$ cat config.mk
export PLATFORM = sky130hd
export DESIGN_NAME = synth_ctrl_if
export DESIGN_NICKNAME = d
export VERILOG_FILES = /design/src/rtl/synth_ctrl_pkg.sv /design/src/rtl/bus_sync.sv /design/src/rtl/word_rx.sv /design/src/rtl/field_decode.sv /design/src/rtl/synth_ctrl_if.sv
export SDC_FILE = /design/constraint.sdc
export NUM_CORES = 1
export LEC_CHECK = 0
export BUFFER_PORTS_ARGS = -buffer_cell sky130_fd_sc_hd__clkbuf_2
export CAP_MARGIN = 20
export CORE_MARGIN = 2
export CORE_UTILIZATION = 42
export DETAILED_ROUTE_END_ITERATION = 8
export GPL_ROUTABILITY_DRIVEN = 0
export PLACE_DENSITY = 0.59
export SETUP_SLACK_MARGIN = 0.2
export SLEW_MARGIN = 5
export SYNTH_ARGS = -nofsm -noshare
export SYNTH_HDL_FRONTEND = slang
export SYNTH_HIERARCHICAL = 1
export SYNTH_SLANG_ARGS = --single-unit
$ cat constraint.sdc
create_clock -name clk -period 1.99 [get_ports clk]
set_clock_uncertainty 0.15 [all_clocks]
set_input_delay 0.0995 -clock clk [delete_from_list [all_inputs] [get_ports clk]]
set_output_delay 0.0995 -clock clk [all_outputs]
set_load 0.01 [all_outputs]
$ cat src/rtl/synth_ctrl_pkg.sv
package synth_ctrl_pkg;

    localparam int WORD_W  = 26;
    localparam int RATIO_W = 17;
    localparam int REF_W   = 4;
    localparam int CUR_W   = 2;

    typedef enum logic [1:0] {
        PM_NORMAL = 2'b00,
        PM_SINK   = 2'b01,
        PM_SOURCE = 2'b10,
        PM_OFF    = 2'b11
    } pump_mode_t;

    // Field layout of the serial word, first-sent bit at the top.
    typedef struct packed {
        logic               p1;
        logic               p0;
        logic               t0;
        logic [CUR_W-1:0]   cur;
        logic [REF_W-1:0]   refc;
        logic [RATIO_W-1:0] ratio;
    } ctrl_word_t;

endpackage

$ cat src/rtl/bus_sync.sv
module bus_sync #(
    parameter int N      = 3,
    parameter int STAGES = 2
) (
    input  logic         clk,
    input  logic         rst_n,
    input  logic [N-1:0] async_i,
    output logic [N-1:0] level_o
);

    for (genvar g = 0; g < N; g++) begin : g_line
        logic [STAGES-1:0] pipe;

        always_ff @(posedge clk or negedge rst_n) begin
            if (!rst_n) begin
                pipe <= '0;
            end else begin
                pipe <= {pipe[STAGES-2:0], async_i[g]};
            end
        end

        assign level_o[g] = pipe[STAGES-1];
    end

endmodule

$ cat src/rtl/word_rx.sv
module word_rx #(
    parameter int WORD_W = 26
) (
    input  logic              clk,
    input  logic              rst_n,
    input  logic              sdat,
    input  logic              sclk,
    input  logic              sen,
    output logic              commit_o,
    output logic [WORD_W-1:0] word_o
);

    localparam int CNT_W = $clog2(WORD_W + 2);
    localparam logic [CNT_W-1:0] FULL = CNT_W'(WORD_W);
    localparam logic [CNT_W-1:0] OVER = CNT_W'(WORD_W + 1);

    typedef enum logic [1:0] {S_IDLE, S_SHIFT, S_COMMIT, S_DROP} rx_state_t;

    rx_state_t         state, state_nx;
    logic              sclk_q, sen_q;
    logic              sclk_rise, sen_fall;
    logic [CNT_W-1:0]  cnt;
    logic [WORD_W-1:0] shreg;

    assign sclk_rise = sclk & ~sclk_q;
    assign sen_fall  = ~sen & sen_q;

    always_comb begin
        state_nx = state;
        unique case (state)
            S_IDLE:   if (sen) state_nx = S_SHIFT;
            S_SHIFT:  if (sen_fall) state_nx = (cnt == FULL) ? S_COMMIT : S_DROP;
            S_COMMIT: state_nx = S_IDLE;
            S_DROP:   state_nx = S_IDLE;
            default:  state_nx = S_IDLE;
        endcase
    end

    // State register.
    always_ff @(posedge clk or negedge rst_n) begin
        if (!rst_n) begin
            state <= S_IDLE;
        end else begin
            state <= state_nx;
        end
    end

    // Edge history, bit counter and shift register.
    always_ff @(posedge clk or negedge rst_n) begin
        if (!rst_n) begin
            sclk_q <= 1'b0;
            sen_q  <= 1'b0;
            cnt    <= '0;
            shreg  <= '0;
        end else begin
            sclk_q <= sclk;
            sen_q  <= sen;
            if (state == S_IDLE) begin
                cnt <= '0;
            end else if (state == S_SHIFT && sclk_rise && !sen_fall) begin
                shreg <= {shreg[WORD_W-2:0], sdat};
                if (cnt != OVER) cnt <= cnt + 1'b1;
            end
        end
    end

    // Outputs.
    always_comb begin
        commit_o = (state == S_COMMIT);
        word_o   = shreg;
    end

    p_commit_full_r4: assert property (@(posedge clk) disable iff (!rst_n)
        commit_o |-> (cnt == FULL));

    p_idle_hold_r2: assert property (@(posedge clk) disable iff (!rst_n)
        (state == S_IDLE) |=> $stable(shreg));

endmodule

$ cat src/rtl/field_decode.sv
module field_decode
    import synth_ctrl_pkg::*;
(
    input  logic               clk,
    input  logic               rst_n,
    input  logic               commit_i,
    input  logic [WORD_W-1:0]  word_i,
    input  logic               fcomp_in,
    input  logic               divh_in,
    output logic [RATIO_W-1:0] ratio_pend,
    output logic               ratio_load,
    output logic [REF_W-1:0]   ref_sel,
    output logic [CUR_W-1:0]   pump_cur,
    output pump_mode_t         pump_mode,
    output logic               test_on,
    output logic               port1_on,
    output logic               port0_on
);

    ctrl_word_t creg;
    logic       observe;

    always_ff @(posedge clk or negedge rst_n) begin
        if (!rst_n) begin
            creg       <= '0;
            ratio_load <= 1'b0;
        end else begin
            ratio_load <= commit_i;
            if (commit_i) creg <= ctrl_word_t'(word_i);
        end
    end

    assign observe = creg.t0 & creg.p1 & creg.p0;

    always_comb begin
        ratio_pend = creg.ratio;
        ref_sel    = creg.refc;
        pump_cur   = creg.cur;
        test_on    = creg.t0;
        if (!creg.t0) begin
            pump_mode = PM_NORMAL;
            port1_on  = creg.p1;
            port0_on  = creg.p0;
        end else begin
            unique case ({creg.p1, creg.p0})
                2'b00:   pump_mode = PM_SINK;
                2'b01:   pump_mode = PM_SOURCE;
                2'b10:   pump_mode = PM_OFF;
                default: pump_mode = PM_NORMAL;
            endcase
            port1_on = observe & fcomp_in;
            port0_on = observe & divh_in;
        end
    end

    p_load_pulse_r5: assert property (@(posedge clk) disable iff (!rst_n)
        ratio_load |=> !ratio_load);

    p_load_follows_r5: assert property (@(posedge clk) disable iff (!rst_n)
        commit_i |=> ratio_load);

    p_hold_r3: assert property (@(posedge clk) disable iff (!rst_n)
        !commit_i |=> ($stable(ratio_pend) && $stable(ref_sel) && $stable(pump_cur)));

endmodule

$ cat src/rtl/synth_ctrl_if.sv
module synth_ctrl_if
    import synth_ctrl_pkg::*;
(
    input  logic               clk,
    input  logic               rst_n,
    input  logic               bus_data,
    input  logic               bus_clk,
    input  logic               bus_en,
    input  logic               fcomp_in,
    input  logic               divh_in,
    output logic [RATIO_W-1:0] ratio_pend,
    output logic               ratio_load,
    output logic [REF_W-1:0]   ref_sel,
    output logic [CUR_W-1:0]   pump_cur,
    output logic [1:0]         pump_mode,
    output logic               test_on,
    output logic               port1_on,
    output logic               port0_on
);

    logic [2:0]        lvl;
    logic              commit;
    logic [WORD_W-1:0] word;
    pump_mode_t        mode;

    bus_sync #(.N(3), .STAGES(2)) u_sync (
        .clk     (clk),
        .rst_n   (rst_n),
        .async_i ({bus_en, bus_clk, bus_data}),
        .level_o (lvl)
    );

    word_rx #(.WORD_W(WORD_W)) u_rx (
        .clk      (clk),
        .rst_n    (rst_n),
        .sdat     (lvl[0]),
        .sclk     (lvl[1]),
        .sen      (lvl[2]),
        .commit_o (commit),
        .word_o   (word)
    );

    field_decode u_dec (
        .clk        (clk),
        .rst_n      (rst_n),
        .commit_i   (commit),
        .word_i     (word),
        .fcomp_in   (fcomp_in),
        .divh_in    (divh_in),
        .ratio_pend (ratio_pend),
        .ratio_load (ratio_load),
        .ref_sel    (ref_sel),
        .pump_cur   (pump_cur),
        .pump_mode  (mode),
        .test_on    (test_on),
        .port1_on   (port1_on),
        .port0_on   (port0_on)
    );

    assign pump_mode = mode;

    p_normal_r6: assert property (@(posedge clk) disable iff (!rst_n)
        !test_on |-> (pump_mode == 2'b00));

    p_forced_ports_r7: assert property (@(posedge clk) disable iff (!rst_n)
        (test_on && pump_mode != 2'b00) |-> (!port1_on && !port0_on));

endmodule

=== Yosys cells after proc, flatten, opt, wreduce, memory -nomap -nowiden ===
Cells that the tools add are included.

* Equal/unequal tests: 9
* Add/sub/neg operators: 1
* Muxes and demuxes: 11
* Bitwise operators: 9
* Reductions and logical operators: 11

{| class="wikitable"
|+ Operators by type and width
! cell !! count
|-
| two-way mux 5 bit || 3
|-
| case mux 2 bit (3 select lines) || 2
|-
| AND 1 bit || 6
|-
| == test 2 bit, second input constant || 3
|-
| two-way mux 2 bit || 3
|-
| AND reduction 2 bit || 3
|-
| adder 5 x 1 -> 5 bit, second input constant || 1
|-
| == test 5 bit, second input constant || 1
|-
| != test 5 bit, second input constant || 1
|-
| == test 2 x 1 -> 1 bit, second input constant || 2
|-
| zero test 2 bit || 2
|-
| nonzero test 2 bit || 2
|-
| two-way mux 1 bit || 3
|-
| NOT 1 bit || 3
|-
| logical AND 1 bit || 2
|-
| != test 2 x 1 -> 1 bit, second input constant || 1
|-
| != test 2 bit, second input constant || 1
|-
| OR reduction 2 bit || 1
|-
| zero test 1 bit || 1
|}

* Output and inout bits: 29
* Register bits after elaboration: 68
* Logic and storage cells: 56
* Input bits: 7

=== Logic depth before layout (Yosys ltp) ===
* Word-level depth: 6
* Gate-level depth with buffers: 5
* Gate-level depth less buffers: 5

=== Hierarchy ===
The synthesis kept the hierarchy.

{| class="wikitable"
|+ By module, submodules not included
! module !! times used !! area each (um2) !! cells an instance
|-
| word_rx || 1 || 1493.9 || 95
|-
| field_decode || 1 || 1302.5 || 91
|-
| bus_sync || 1 || 172.7 || 9
|}

=== Worst setup path after synthesis ===
No wires, ideal clock.

* Path type: register -> register
* From: reg u_rx.state[1]
* To: reg u_rx.shreg[10] (netlist: u_rx/word_o[10])
* Path buffers: 1
* Data arrival time: 1.308 ns
* Stages on the path, launching flop included: 5
* Setup slack: 0.407 ns
* Required time: 1.715 ns
* Cells stage by stage: dfrtp_1 > and4bb_4 > nand2_4 > buf_6 > mux2_4

* Word-level cells in the longest chain between the ends: 4
* Elaborated cells between the ends (all ways): 6
* Classes of those cells: 1 x eq/ne; 1 x bitwise; 4 x reduce/logical

{| class="wikitable"
|+ Ends and longest elaborated chain
! what !! RTL line !! text
|-
| start, declared || word_rx.sv:19 || <nowiki>rx_state_t state, state_nx;</nowiki>
|-
| start signal, assigned || word_rx.sv:44 || <nowiki>state <= state_nx;</nowiki>
|-
| == test 2 x 1 -> 1 bit || word_rx.sv:60 || <nowiki>end else if (state == S_SHIFT && sclk_rise && !sen_fall) begin</nowiki>
|-
| logical AND 1 bit (2 in series) || word_rx.sv:60 ||
|-
| AND reduction 2 bit (no source line) (*) || -- ||
|-
| end signal, assigned || word_rx.sv:61 || <nowiki>shreg <= {shreg[WORD_W-2:0], sdat};</nowiki>
|-
| end, declared || word_rx.sv:23 || <nowiki>logic [WORD_W-1:0] shreg;</nowiki>
|}

Every way passes the cells marked *; elsewhere a longest branch is shown, timed or not.
A chain may end at the register's enable or synchronous reset.

=== Worst setup path in the final report ===
* From: reg u_rx.state[1]
* To: reg u_rx.shreg[14] (netlist: u_rx/word_o[14])

The elaborated chain is that of the path after synthesis.

==> flow_metrics.env <==
export IMPL_dr_total_vias=1427
export IMPL_synth_flop_cell="dfrtp_1"
export IMPL_drcViolationCount=0
export IMPL_worst_path_buf_inv=0
export IMPL_groute_layer_met2_usage_pct=16.6
export IMPL_path_clk_slew_ns=0.08
export IMPL_fin_tns_setup_ns=0
export IMPL_slowest_stage="dfrtp_1"
export IMPL_syn2layout_area_growth_pct=12.7
export IMPL_power_total_mw=3.52
export IMPL_ir_drop_v=0.000553
export IMPL_dpl_hpwl_mm=2.55
export IMPL_tritoncts="built"
export IMPL_synth_top_area_cell="dfrtp_1"
export IMPL_die_h_um=88.1
export IMPL_critical_path_top_delay_family="simple AND/OR/NAND/NOR gates"
export IMPL_grtUsageTotal_pct=12.1
export IMPL_drtPass1Iterations=4
export IMPL_synth_seq_area_share_pct=57.3
export IMPL_syn_avg_cell_area_um2=15.2
export IMPL_routedWlPerCell_um=12.9
export IMPL_h_tree_depth=3
export IMPL_synth_top_area_share_pct=57.3
export IMPL_powerDensity_mw_per_mm2=1050
export IMPL_hold_path_class="input pin to asynchronous set/reset pin"
export IMPL_p_leak_nw=1.71
export IMPL_fillers=623
export IMPL_grt_pass1_wl_mm=6.93
export IMPL_vias_per_cell=4.49
export IMPL_clk_path_buf_depth=2
export IMPL_met1_usage_pct=16.9
export IMPL_synth_seq_cells=68
export IMPL_busiest_layer="met1"
export IMPL_ys_warn_count=6
export IMPL_status="finished clean"
export IMPL_netlist_instances=195
export IMPL_synth_area_top_cells="dfrtp_1 (57%), mux2_4 (18%), buf_4 (6.6%)"
export IMPL_gr_total_overflow=0
export IMPL_die_w_um=88.1
export IMPL_synth_edff_count=0
export IMPL_start_util_pct=43.5
export IMPL_drtIter0Drc=85
export IMPL_synth_most_common_cell="dfrtp_1"
export IMPL_cap_violations=0
export IMPL_cts_sinks=68
export IMPL_drive_above_1_share_pct=48.2
export IMPL_antenna_cells=0
export IMPL_cp_max_fo=27
export IMPL_grt_max_degree=69
export IMPL_tightestPinTransition_ns=0.492
export IMPL_rows=30
export IMPL_clock_fmax_ghz=0.603
export IMPL_seq_area_mm2=0.00170
export IMPL_antenna_found_initial=0
export IMPL_startpoint_type="flip-flop"
export IMPL_grt_pass1_vias=1449
export IMPL_slowest_delay_ns=0.44
export IMPL_worst_ep_arrival_time_ns=1.73
export IMPL_coreArea_mm2=0.00683
export IMPL_io_pins=36
export IMPL_ant_nets=0
export IMPL_clockRootBuffer="clkbuf_8"
export IMPL_layout_min_cycle_time_ns=1.66
export IMPL_finalNetCount=228
export IMPL_final_setup_viol_count=0
export IMPL_routed_wl_mm=4.10
export IMPL_finalHoldViolCount=0
export IMPL_cts_buffers=9
export IMPL_fin_crit_sh_pct=83.4
export IMPL_ys_types=26
export IMPL_async_flop_share_pct=100
export IMPL_rsz0062_at_grt="false"
export IMPL_timing_slew_headroom_pct=67.1
export IMPL_cp_end_kind="flip-flop"
export IMPL_clk_latency_ns=0.34
export IMPL_die_area_mm2=0.00776
export IMPL_worstPathRequired_ns=2.06
export IMPL_port_buffers=35
export IMPL_crit_type="flip-flop to flip-flop"
export IMPL_slew_viol_final=0
export IMPL_netlist_top_cells_count="dfrtp_1 (68), mux2_4 (35), buf_4 (26)"
export IMPL_multiInputGateArea_mm2=0.00100
export IMPL_grt_util_met3_pct=3.68
export IMPL_syn_area_mm2=0.00297
export IMPL_syn_nets=206
export IMPL_path_cells="and4bb_4 > nand2_8 > mux2_4"
[state kept, by name, indices dropped and copies added (netlist names)]
register	cells
u_dec/creg	2
u_dec/pump_cur	2
u_dec/ratio_load	1
u_dec/ratio_pend	17
u_dec/ref_sel	4
u_dec/test_on	1
u_rx/cnt	5
u_rx/sclk_q	1
u_rx/sen_q	1
u_rx/state	2
u_rx/word_o	26
u_sync/g_line.pipe	6
[power breakdown]
group	internal, mW	switching [mW]
Clock	0.905	0.518
Combinational	0.249	0.167
Sequential	1.55	0.132
Total	2.71	0.817
[cells by family (layout without fill, tap and decap cells)]
family	after synthesis	count (layout)	synth area share, %
buf+inv	35	62	9.27
xor+xnor	1	1	0.295
mux	53	53	24.4
simple gates	16	16	3.58
flops	68	68	57.3
compound gates	18	18	3.46
fa+ha+maj	4	4	1.69
[path summary, 6_finish.rpt]
check,start,cells past startpoint,to,slack [ns]
max,u_rx/state[1]$_DFFE_PN0P_,3,u_rx/word_o[14]$_DFFE_PN0P_,0.33
min,rst_n,3,u_rx/word_o[5]$_DFFE_PN0P_,0.14
max reg2reg,u_rx/state[1]$_DFFE_PN0P_,3,u_rx/word_o[14]$_DFFE_PN0P_,0.33
min reg2reg,u_sync/g_line[2].pipe[0]$_DFF_PN0_,0,u_sync/g_line[2].pipe[1]$_DFF_PN0_,0.20
max in group asynchronous,rst_n,3,u_rx/cnt[4]$_DFFE_PN0P_,1.24
min in group clk,u_sync/g_line[2].pipe[0]$_DFF_PN0_,0,u_sync/g_line[2].pipe[1]$_DFF_PN0_,0.20
[final cells by class]
| type | count | area share, % |
|---|---|---|
| multi-input combinational | 92 | 29.9 |
| tap | 96 | 3.59 |
| timing repair buffer | 42 | 7.48 |
| clock inverter | 5 | 3.18 |
| clock buffer | 11 | 4.53 |
| inverter | 4 | 0.449 |
| sequential | 68 | 50.9 |
[routing by layer]
layer / routed length [um] / share of wire, %
met1: 2130 / 52
met2: 1710 / 42
met3: 203 / 5.0
met4: 53 / 1.3
met5: 0 / 0
[tightest hold or removal path: stages]
cell	delay (ns)
dlygate4sd3_1	0.52
buf_2	0.12
buf_12	0.28
[what timing repair did]
action                                  CTS  global route
setup buffers                             0             0
endpoints found under the setup margin    0            23
gates resized for setup                   0             1
hold buffers                              4             0
hold endpoints to repair                 71             0
[metrics by stage]
stage | setup slack, ns | instance area [um^2] | hold slack, ns | instances | util (%)
3_3_place_gp | 0.280 | 3040 | -0.00155 | 298 | 44.5
2_1_floorplan | 0.407 | 2970 | -0.346 | 195 | -
3_5_place_dp | 0.252 | 3040 | -0.00468 | 298 | 44.5
4_1_cts | 0.248 | 3340 | 0.162 | 318 | 48.8
6_report | 0.330 | 3350 | 0.140 | 318 | 49.0
5_1_grt | 0.225 | 3350 | 0.205 | 318 | 49.0
[cells in the final DEF (no fill, tap or decap), types with 5 or more instances in the layout]
cell      count
mux2_2       15
o21ai_0       9
nand2_1       5
clkbuf_8     11
clkbuf_2     34
dfrtp_1      68
mux2_4       35
Note: power is estimated with default switching activity, not from simulation.
